===== config.mk =====
export PLATFORM = sky130hd
export DESIGN_NAME = usec_tick_timer
export DESIGN_NICKNAME = d
export VERILOG_FILES = /design/src/rtl/utmr_pkg.sv /design/src/rtl/utmr_prescaler.sv /design/src/rtl/utmr_counter.sv /design/src/rtl/utmr_regs.sv /design/src/rtl/usec_tick_timer.sv
export SDC_FILE = /design/constraint.sdc
export NUM_CORES = 1
export LEC_CHECK = 0
export BUFFER_PORTS_ARGS = -buffer_cell sky130_fd_sc_hd__buf_2
export CELL_PAD_IN_SITES_DETAIL_PLACEMENT = 0
export CELL_PAD_IN_SITES_GLOBAL_PLACEMENT = 1
export CORE_ASPECT_RATIO = 0.5
export CORE_UTILIZATION = 50
export CTS_BUF_LIST = sky130_fd_sc_hd__clkbuf_2
export DETAILED_ROUTE_END_ITERATION = 10
export PLACE_DENSITY = 0.9
export SETUP_SLACK_MARGIN = 0.5
export SLEW_MARGIN = 15
export SYNTH_ARGS = -nofsm -noshare
export SYNTH_HDL_FRONTEND = slang
export SYNTH_SLANG_ARGS = --single-unit

===== constraint.sdc =====
create_clock -name clk -period 5.5 [get_ports clk]
set_clock_uncertainty 0.15 [all_clocks]
set_input_delay 0.275 -clock clk [delete_from_list [all_inputs] [get_ports clk]]
set_output_delay 0.275 -clock clk [all_outputs]
set_load 0.1 [all_outputs]

===== src/rtl/utmr_pkg.sv =====
package utmr_pkg;

    localparam int FLD_W = 8;
    localparam int CFG_W = 2 * FLD_W;

    typedef struct packed {
        logic [FLD_W-1:0] den_f;   // M, bits [15:8]
        logic [FLD_W-1:0] num_f;   // N, bits [7:0]
    } ratio_t;

    localparam logic [CFG_W-1:0] RATIO_RST = 16'h000C;

    localparam int OFS_COUNT = 0;
    localparam int OFS_RATIO = 4;

endpackage


===== src/rtl/utmr_prescaler.sv =====
module utmr_prescaler
    import utmr_pkg::*;
#(
    parameter int ACC_W = FLD_W + 2
) (
    input  logic             clk,
    input  logic             rst_n,
    input  logic             run,
    input  logic             clr,
    input  ratio_t           ratio,
    output logic             tick,
    output logic [ACC_W-1:0] phase
);
    localparam int SW = ACC_W + 1;
    localparam logic [SW-1:0] PH_MAX = SW'((1 << (ACC_W - 1)) - 1);

    typedef struct packed {
        logic [ACC_W-1:0] acc;
    } ps_state_t;

    ps_state_t st_q, st_d;
    logic      tick_d;

    logic [SW-1:0] sum_w;
    logic [SW-1:0] step_w;
    logic [SW-1:0] rem_w;

    always_comb begin
        st_d   = st_q;
        tick_d = 1'b0;
        sum_w  = SW'(st_q.acc) + SW'(ratio.den_f) + SW'(1);
        step_w = SW'(ratio.num_f) + SW'(1);
        rem_w  = sum_w;
        if (clr) begin
            st_d.acc = '0;
        end else if (run) begin
            if (sum_w >= step_w) begin
                rem_w  = sum_w - step_w;
                tick_d = 1'b1;
            end
            if (rem_w > PH_MAX) begin
                rem_w = PH_MAX;
            end
            st_d.acc = rem_w[ACC_W-1:0];
        end
    end

    always_ff @(posedge clk or negedge rst_n) begin
        if (!rst_n) begin
            st_q <= '0;
        end else begin
            st_q <= st_d;
        end
    end

    assign tick  = tick_d;
    assign phase = st_q.acc;

endmodule


===== src/rtl/utmr_counter.sv =====
module utmr_counter #(
    parameter int CNT_W = 32
) (
    input  logic             clk,
    input  logic             rst_n,
    input  logic             inc,
    output logic [CNT_W-1:0] count
);
    typedef struct packed {
        logic [CNT_W-1:0] val;
    } cn_state_t;

    cn_state_t st_q, st_d;

    always_comb begin
        st_d = st_q;
        if (inc) begin
            st_d.val = st_q.val + CNT_W'(1);
        end
    end

    always_ff @(posedge clk or negedge rst_n) begin
        if (!rst_n) begin
            st_q <= '0;
        end else begin
            st_q <= st_d;
        end
    end

    assign count = st_q.val;

endmodule


===== src/rtl/utmr_regs.sv =====
module utmr_regs
    import utmr_pkg::*;
#(
    parameter int ADDR_W = 4,
    parameter int DATA_W = 32,
    parameter int CNT_W  = 32
) (
    input  logic              clk,
    input  logic              rst_n,
    input  logic [ADDR_W-1:0] addr,
    input  logic              wr,
    input  logic [CFG_W-1:0]  wdata,
    input  logic              rd,
    input  logic [CNT_W-1:0]  count,
    output ratio_t            ratio,
    output logic              ratio_wr,
    output logic [DATA_W-1:0] rdata,
    output logic              rvalid
);
    localparam logic [ADDR_W-1:0] A_CNT = ADDR_W'(OFS_COUNT);
    localparam logic [ADDR_W-1:0] A_RAT = ADDR_W'(OFS_RATIO);

    typedef struct packed {
        ratio_t            ratio;
        logic [DATA_W-1:0] rdata;
        logic              rvalid;
    } rg_state_t;

    rg_state_t         st_q, st_d;
    logic              hit_cnt, hit_rat;
    logic [DATA_W-1:0] rd_mux;

    always_comb begin
        hit_cnt  = (addr == A_CNT);
        hit_rat  = (addr == A_RAT);
        ratio_wr = wr && hit_rat;
        rd_mux   = '0;
        if (hit_cnt) begin
            rd_mux = DATA_W'(count);
        end else if (hit_rat) begin
            rd_mux = DATA_W'(st_q.ratio);
        end
        st_d        = st_q;
        st_d.rvalid = rd;
        if (rd) begin
            st_d.rdata = rd_mux;
        end
        if (ratio_wr) begin
            st_d.ratio = ratio_t'(wdata);
        end
    end

    always_ff @(posedge clk or negedge rst_n) begin
        if (!rst_n) begin
            st_q.ratio  <= ratio_t'(RATIO_RST);
            st_q.rdata  <= '0;
            st_q.rvalid <= 1'b0;
        end else begin
            st_q <= st_d;
        end
    end

    assign ratio  = st_q.ratio;
    assign rdata  = st_q.rdata;
    assign rvalid = st_q.rvalid;

endmodule


===== src/rtl/usec_tick_timer.sv =====
module usec_tick_timer
    import utmr_pkg::*;
#(
    parameter int ADDR_W = 4,
    parameter int DATA_W = 32,
    parameter int CNT_W  = 32
) (
    input  logic              clk,
    input  logic              rst_n,
    input  logic              tmr_en,
    input  logic [ADDR_W-1:0] reg_addr,
    input  logic              reg_wr,
    input  logic [CFG_W-1:0]  reg_wdata,
    input  logic              reg_rd,
    output logic [DATA_W-1:0] rd_data,
    output logic              rd_valid
);
    localparam int ACC_W = FLD_W + 2;

    ratio_t           ratio_w;
    logic             ratio_wr_w;
    logic             tick_w;
    logic [ACC_W-1:0] phase_w;
    logic [CNT_W-1:0] count_w;

    utmr_regs #(
        .ADDR_W(ADDR_W),
        .DATA_W(DATA_W),
        .CNT_W (CNT_W)
    ) u_regs (
        .clk     (clk),
        .rst_n   (rst_n),
        .addr    (reg_addr),
        .wr      (reg_wr),
        .wdata   (reg_wdata),
        .rd      (reg_rd),
        .count   (count_w),
        .ratio   (ratio_w),
        .ratio_wr(ratio_wr_w),
        .rdata   (rd_data),
        .rvalid  (rd_valid)
    );

    utmr_prescaler #(
        .ACC_W(ACC_W)
    ) u_pre (
        .clk  (clk),
        .rst_n(rst_n),
        .run  (tmr_en),
        .clr  (ratio_wr_w),
        .ratio(ratio_w),
        .tick (tick_w),
        .phase(phase_w)
    );

    utmr_counter #(
        .CNT_W(CNT_W)
    ) u_cnt (
        .clk  (clk),
        .rst_n(rst_n),
        .inc  (tick_w),
        .count(count_w)
    );

endmodule


# Yosys cells after proc, flatten, opt, wreduce, memory -nomap -nowiden
# Cells that the tools add are included.
op_classes:
  eq_ne: 1
  n_div: 0
  n_addsub: 5
  reduce_logical: 3
  bitwise: 0
  shifts: 0
  n_lt_le_gt_ge: 2
  muxes: 11
  multipliers: 0
ops:
  columns: ["operator", "count"]
  rows:
  - ["two-way mux 11 bit", 3]
  - ["adder 32 x 1 -> 32 bit, second input constant", 1]
  - ["two-way mux 32 bit", 1]
  - ["two-way mux 10 bit", 3]
  - ["two-way mux 16 bit", 1]
  - ["adder 10 x 8 -> 11 bit", 1]
  - ["adder 11 x 1 -> 11 bit, second input constant", 1]
  - [">= comparator 11 bit", 1]
  - ["greater-than comparator 11 x 9 -> 1 bit, second input constant", 1]
  - ["subtractor 11 bit", 1]
  - ["adder 8 x 1 -> 9 bit, second input constant", 1]
  - ["equality test 4 x 3 -> 1 bit, second input constant", 1]
  - ["logical NOT 4 bit", 1]
  - ["two-way mux 1 bit", 3]
  - ["nonzero test 2 bit", 1]
  - ["logical AND 1 bit", 1]
word_totals:
  rom_bits: 0
  out_inout_bits: 33
  ff_bits: 91
  latch_bits: 0
  elab_cells: 28
  ram_bits: 0
  inputBits: 25
  mem_count: 0

# Logic depth before layout (Yosys ltp)
depth:
  depth_word: 10
  ltp_mapped: 18
  mapped_depth_nobuf: 16

# Hierarchy
# From an unflattened synthesis, not the netlist that was laid out.
unflattened:
  cells_unflattened: 452
  hier_area_um2: 4962.3
modules_own_cells:
  columns: ["module", "area_per_inst_um2", "cells_per_inst", "seq_area_each_um2", "instances"]
  rows:
  - ["utmr_regs", 2053.2, 159, 1228.7, 1]
  - ["utmr_prescaler", 1460.2, 170, 250.2, 1]
  - ["utmr_counter", 1448.9, 123, 800.8, 1]

# Least setup slack after synthesis
# Ideal clock, no wire load.
synth_timing:
  path_type: "flip-flop to flip-flop"
  startpoint: "register, netlist name u_regs.ratio[8]"
  endpoint: "register u_cnt.st_q, in the netlist u_cnt.count[24]"
  n_path_buf: 0
  required_time_ns: 5.218
  arrival_time_ns: 3.253
  path_stages_with_launch: 17
  setup_ns: 0.132
  period_less_slack_ns: 3.535
  slack_ns: 1.965
  path_cell_list: "dfrtp_1 inv_1 ha_1 inv_1 fa_1 a211oi_2 o21ai_0 a21oi_1 xnor2_1 ha_1 a21oi_1 nor2_1 a211oi_1 nand3_1 o31ai_4 nor3_1 xor2_1"
synth_via:
  elab_chain_cells: 6
synth_lines:
  columns: ["element", "line", "source"]
  rows:
  - ["adder 10 x 8 -> 11 bit", "utmr_prescaler.sv:31", "sum_w = SW'(st_q.acc) + SW'(ratio.den_f) + SW'(1);"]
  - ["adder 11 x 1 -> 11 bit", "utmr_prescaler.sv:31", null]
  - [">= comparator 11 bit", "utmr_prescaler.sv:37", "if (sum_w >= step_w) begin"]
  - ["two-way mux 1 bit", "utmr_prescaler.sv:37", null]
  - ["two-way mux 1 bit", "utmr_prescaler.sv:36", "end else if (run) begin"]
  - ["two-way mux 1 bit", "utmr_prescaler.sv:34", "if (clr) begin"]
  - ["end signal: assignment", "utmr_counter.sv:26", "st_q <= st_d;"]
  - ["end: declaration", "utmr_counter.sv:13", "cn_state_t st_q, st_d;"]
# Every way passes these cells.
# A chain may end at the register's enable or synchronous reset.

# Worst setup path after layout
layout_timing:
  startpoint: "register, netlist name u_regs.ratio[8]"
  endpoint: "register u_pre.st_q, in the netlist u_pre.phase[0]"
layout_via:
  elab_chain_cells: 10
  elab_cells_between_ends: 11
  cone_classes: "add/sub (3); order compare (2); mux (6)"
layout_lines:
  columns: ["element", "line", "source"]
  rows:
  - ["adder 10 x 8 -> 11 bit (*)", "utmr_prescaler.sv:31", null]
  - ["adder 11 x 1 -> 11 bit (*)", "utmr_prescaler.sv:31", null]
  - ["subtractor 11 bit / >= comparator 11 bit (equally long branches)", "utmr_prescaler.sv:38, utmr_prescaler.sv:37", null]
  - ["two-way mux 11 bit (*)", "utmr_prescaler.sv:37", null]
  - ["two-way mux 11 bit (*)", "utmr_prescaler.sv:36", null]
  - ["two-way mux 11 bit (*)", "utmr_prescaler.sv:34", null]
  - ["greater-than comparator 11 x 9 -> 1 bit", "utmr_prescaler.sv:41", "if (rem_w > PH_MAX) begin"]
  - ["two-way mux 10 bit (*)", "utmr_prescaler.sv:41", null]
  - ["two-way mux 10 bit (*)", "utmr_prescaler.sv:36", null]
  - ["two-way mux 10 bit (*)", "utmr_prescaler.sv:34", null]
  - ["end signal: assignment", "utmr_prescaler.sv:52", "st_q <= st_d;"]
  - ["end: declaration", "utmr_prescaler.sv:21", "ps_state_t st_q, st_d;"]
# Every way passes the cells marked *; elsewhere a longest branch is shown, timed or not. The select of a mux whose other input is x is not followed.

==> impl_metrics.env <==
export IMPL_status="complete, no violations"
export IMPL_synth_async_reset_ratio_pct=100
export IMPL_synth_distinct_cells=53
export IMPL_finalWirelength_mm=10.7
export IMPL_holdPathEnd="u_regs.rdata[12]$_DFFE_PN0P_"
export IMPL_hp_class="in2reg"
export IMPL_ys_ff_latch=91
export IMPL_crit_family="compound AO/OA/AOI/OAI gates"
export IMPL_cts_made_buffers=9
export IMPL_regToRegStartpoint="u_regs.ratio[8]$_DFFE_PN0P_"
export IMPL_cp_startpoint="u_regs.ratio[8]$_DFFE_PN0P_"
export IMPL_postCtsResizedCells=0
export IMPL_cts_max_level=3
export IMPL_cp_slowest_cell="mux2_1"
export IMPL_arrival_ns=4.69
export IMPL_cp_num_buf_inv=2
export IMPL_finalMaxSlewViolations=0
export IMPL_setup_tns_ns=0
export IMPL_track_usage_pct=22.4
export IMPL_post_place_cells=656
export IMPL_coreArea_um2=9510
export IMPL_mostFrequentLayoutCell="dfrtp_1"
export IMPL_die_h_um=72.2
export IMPL_die_w_um=142
export IMPL_fin_nets=598
export IMPL_hpwl_mm=7.25
export IMPL_start_util_pct=51.9
export IMPL_clock_fmax_ghz=0.231
export IMPL_first_iter_violations=299
export IMPL_power_density_nw_per_um2=500
export IMPL_worst_r2r_path_depth=16
export IMPL_path_class="reg2reg"
export IMPL_cts_setup_buffers=0
export IMPL_io_buffers=57
export IMPL_period_needed_ns=4.33
export IMPL_syn_to_final_growth_pct=14.0
export IMPL_max_slew_margin_rel_pct=33.8
export IMPL_pin_count=58
export IMPL_gp_congestion=0.821
export IMPL_grt_pass1_vias=3584
export IMPL_setup_viol=0
export IMPL_reg2reg_to="u_pre.phase[0]$_DFFE_PN0P_"
export IMPL_fin_area_um2=5620
export IMPL_layout_cells_non_filler=692
export IMPL_ctsLongestPathBuffers=2
export IMPL_yosysTopAreaCell="dfrtp_1"
export IMPL_rows=25
export IMPL_synth_top_flop_cell="dfrtp_1"
export IMPL_yosysSeqAreaShare_pct=46.2
export IMPL_peakVddDrop_mv=0.430
export IMPL_gr_total_overflow=0
export IMPL_min_delay_start="reg_addr[1]"
export IMPL_holdPathStages=4
export IMPL_cp_max_fo=20
export IMPL_antennaDiodeCount=0
export IMPL_syn_num_nets=525
export IMPL_path_cells="inv_1 > ha_1 > inv_1 > fa_1 > a211oi_2 > o21ai_0 > a21oi_1 > xnor2_1 > ha_1 > a21oi_1 > nor2_1 > a211oi_1 > and3_1 > nand3_2 > mux2_1 > a31oi_1"
export IMPL_final_hold_viol_count=0
export IMPL_layout_worst_path_cycle_share_pct=78.6
export IMPL_leakage_nw=2.57
export IMPL_cts_tree="built"
export IMPL_ant_nets=0
export IMPL_clkSinkCount=91
export IMPL_start_kind="register"
export IMPL_cp_slowest_stage_delay_ns=0.49
export IMPL_syn_avg_cell_area_um2=10.3
export IMPL_yosysTopAreaCellShare_pct=45.2
export IMPL_ys_warn_count=0
export IMPL_drc_errors=0
export IMPL_layout_drive_gt1_share_pct=20.6
export IMPL_worstSetupEndpointType="register"
export IMPL_path_clk_slew_ns=0.26
export IMPL_worst_pin_slew_ns=0.994
export IMPL_synth_cells=479
export IMPL_wl_per_cell_um=15.4
export IMPL_vias=3836
export IMPL_dieArea_um2=10300
export IMPL_antenna_found_initial=0
export IMPL_rsz0062_at_grt="no"
export IMPL_synth_edf_count=0
export IMPL_root_buffer="clkbuf_2"
export IMPL_crit_required_ns=5.86
export IMPL_grt_max_degree=66
export IMPL_dr_pass1_iters=4
export IMPL_drv_cap=0
export IMPL_ys_top_cells_by_area="dfrtp_1 (45%), xnor2_1 (5.2%), ha_1 (4.8%)"
export IMPL_netlist_area_um2=4930
export IMPL_grt_pass1_wl_mm=17.8
export IMPL_whs_ns=0.0434
export IMPL_placed_cell_area_um2=5330
export IMPL_clk_latency_ns=0.58
export IMPL_r2r_slack_ns=1.17
export IMPL_final_cell_mix="dfrtp_1 (89), buf_2 (56), o21ai_0 (35)"
export IMPL_vias_per_cell=5.54
-- worst min-delay path, delay by kind of cell --
kind	cells	cell delay [ns]
AO/OA/AOI/OAI	2	0.27
buffers and inverters	1	0.12
AND/OR/NAND/NOR	1	0.10
-- layer usage --
metal  routed length (um)  vias up  part of all wire, %  global-route usage, %
met5                    0        -                    0                      0
met2                 4890       93                   46                   34.9
met3                  610       13                  5.7                   4.88
met1                 5060     1860                   48                   31.9
met4                   97        0                 0.91                   6.09
li1                     -     1870                    -                      -
-- synth_stat cells (all sizes together), types with 14 or more instances --
library cell	count
mux2	18
xnor2	29
a22oi	16
clkbuf	15
nand2	16
xor2	19
inv	27
ha	19
dfrtp	89
o21ai	36
nand4	14
nor2	30
nand3	33
a21oi	28
-- report_power, final --
part           internal, mW  total [mW]  leakage (nW)  switching (mW)
Sequential            0.765       0.875          1.17           0.110
Clock                0.0624       0.303        0.0603           0.241
Combinational         0.661        1.63          1.34           0.972
Total                  1.49        2.81          2.57            1.32
-- worst max-delay path by stage --
stage | endpoint | slack, ns | cells past startpoint
global route | u_pre.phase[0]$_DFFE_PN0P_ | 0.86 | 16
floorplan | u_cnt.count[24]$_DFFE_PN0P_ | 1.96 | 16
finish | u_pre.phase[0]$_DFFE_PN0P_ | 1.17 | 16
CTS | u_pre.phase[0]$_DFFE_PN0P_ | 1.21 | 16
detailed placement | u_pre.phase[0]$_DFFE_PN0P_ | 1.26 | 16
global placement | u_pre.phase[0]$_DFFE_PN0P_ | 1.34 | 16
-- sequential cells by signal (all words and copies together) (netlist names) --
signal and cells:
u_pre.phase 10, u_regs.rvalid 1, u_regs.rdata 32, u_cnt.count 32, u_regs.ratio 16
-- stage by stage --
stage	worst slack [ns]	total power, mW	util, %
floorplan	1.96	2.20	-
global placement	1.34	2.48	56.0
detailed placement	1.26	2.49	56.0
CTS	1.21	2.81	59.1
global route	0.855	3.03	59.1
finish	1.17	2.81	59.1
-- cell type report --
cell class	instances	area [um2]
timing repair buffer	80	510
multi-input combinational	343	2470
sequential	91	2280
clock inverter	7	51.3
clock buffer	9	45.0
fill	835	3890
tap	135	169
inverter	27	101
-- logic make-up after synthesis --
family	after synthesis	share of synthesized area [%]
adder cells (fa/ha/maj)	21	5.63
AO/OA/AOI/OAI	117	15.7
multiplexers	26	5.73
AND/OR/NAND/NOR	131	14.3
XOR/XNOR	48	8.53
buffers and inverters	45	3.88
flip-flops	91	46.2
-- repair_timing --
item / 4_1_cts / 5_1_grt
endpoints found under the setup margin: 0 / 0
endpoints found under the hold margin: 66 / 0
hold buffers: 20 / 0
No activity file was read; power rests on OpenSTA's default activity.
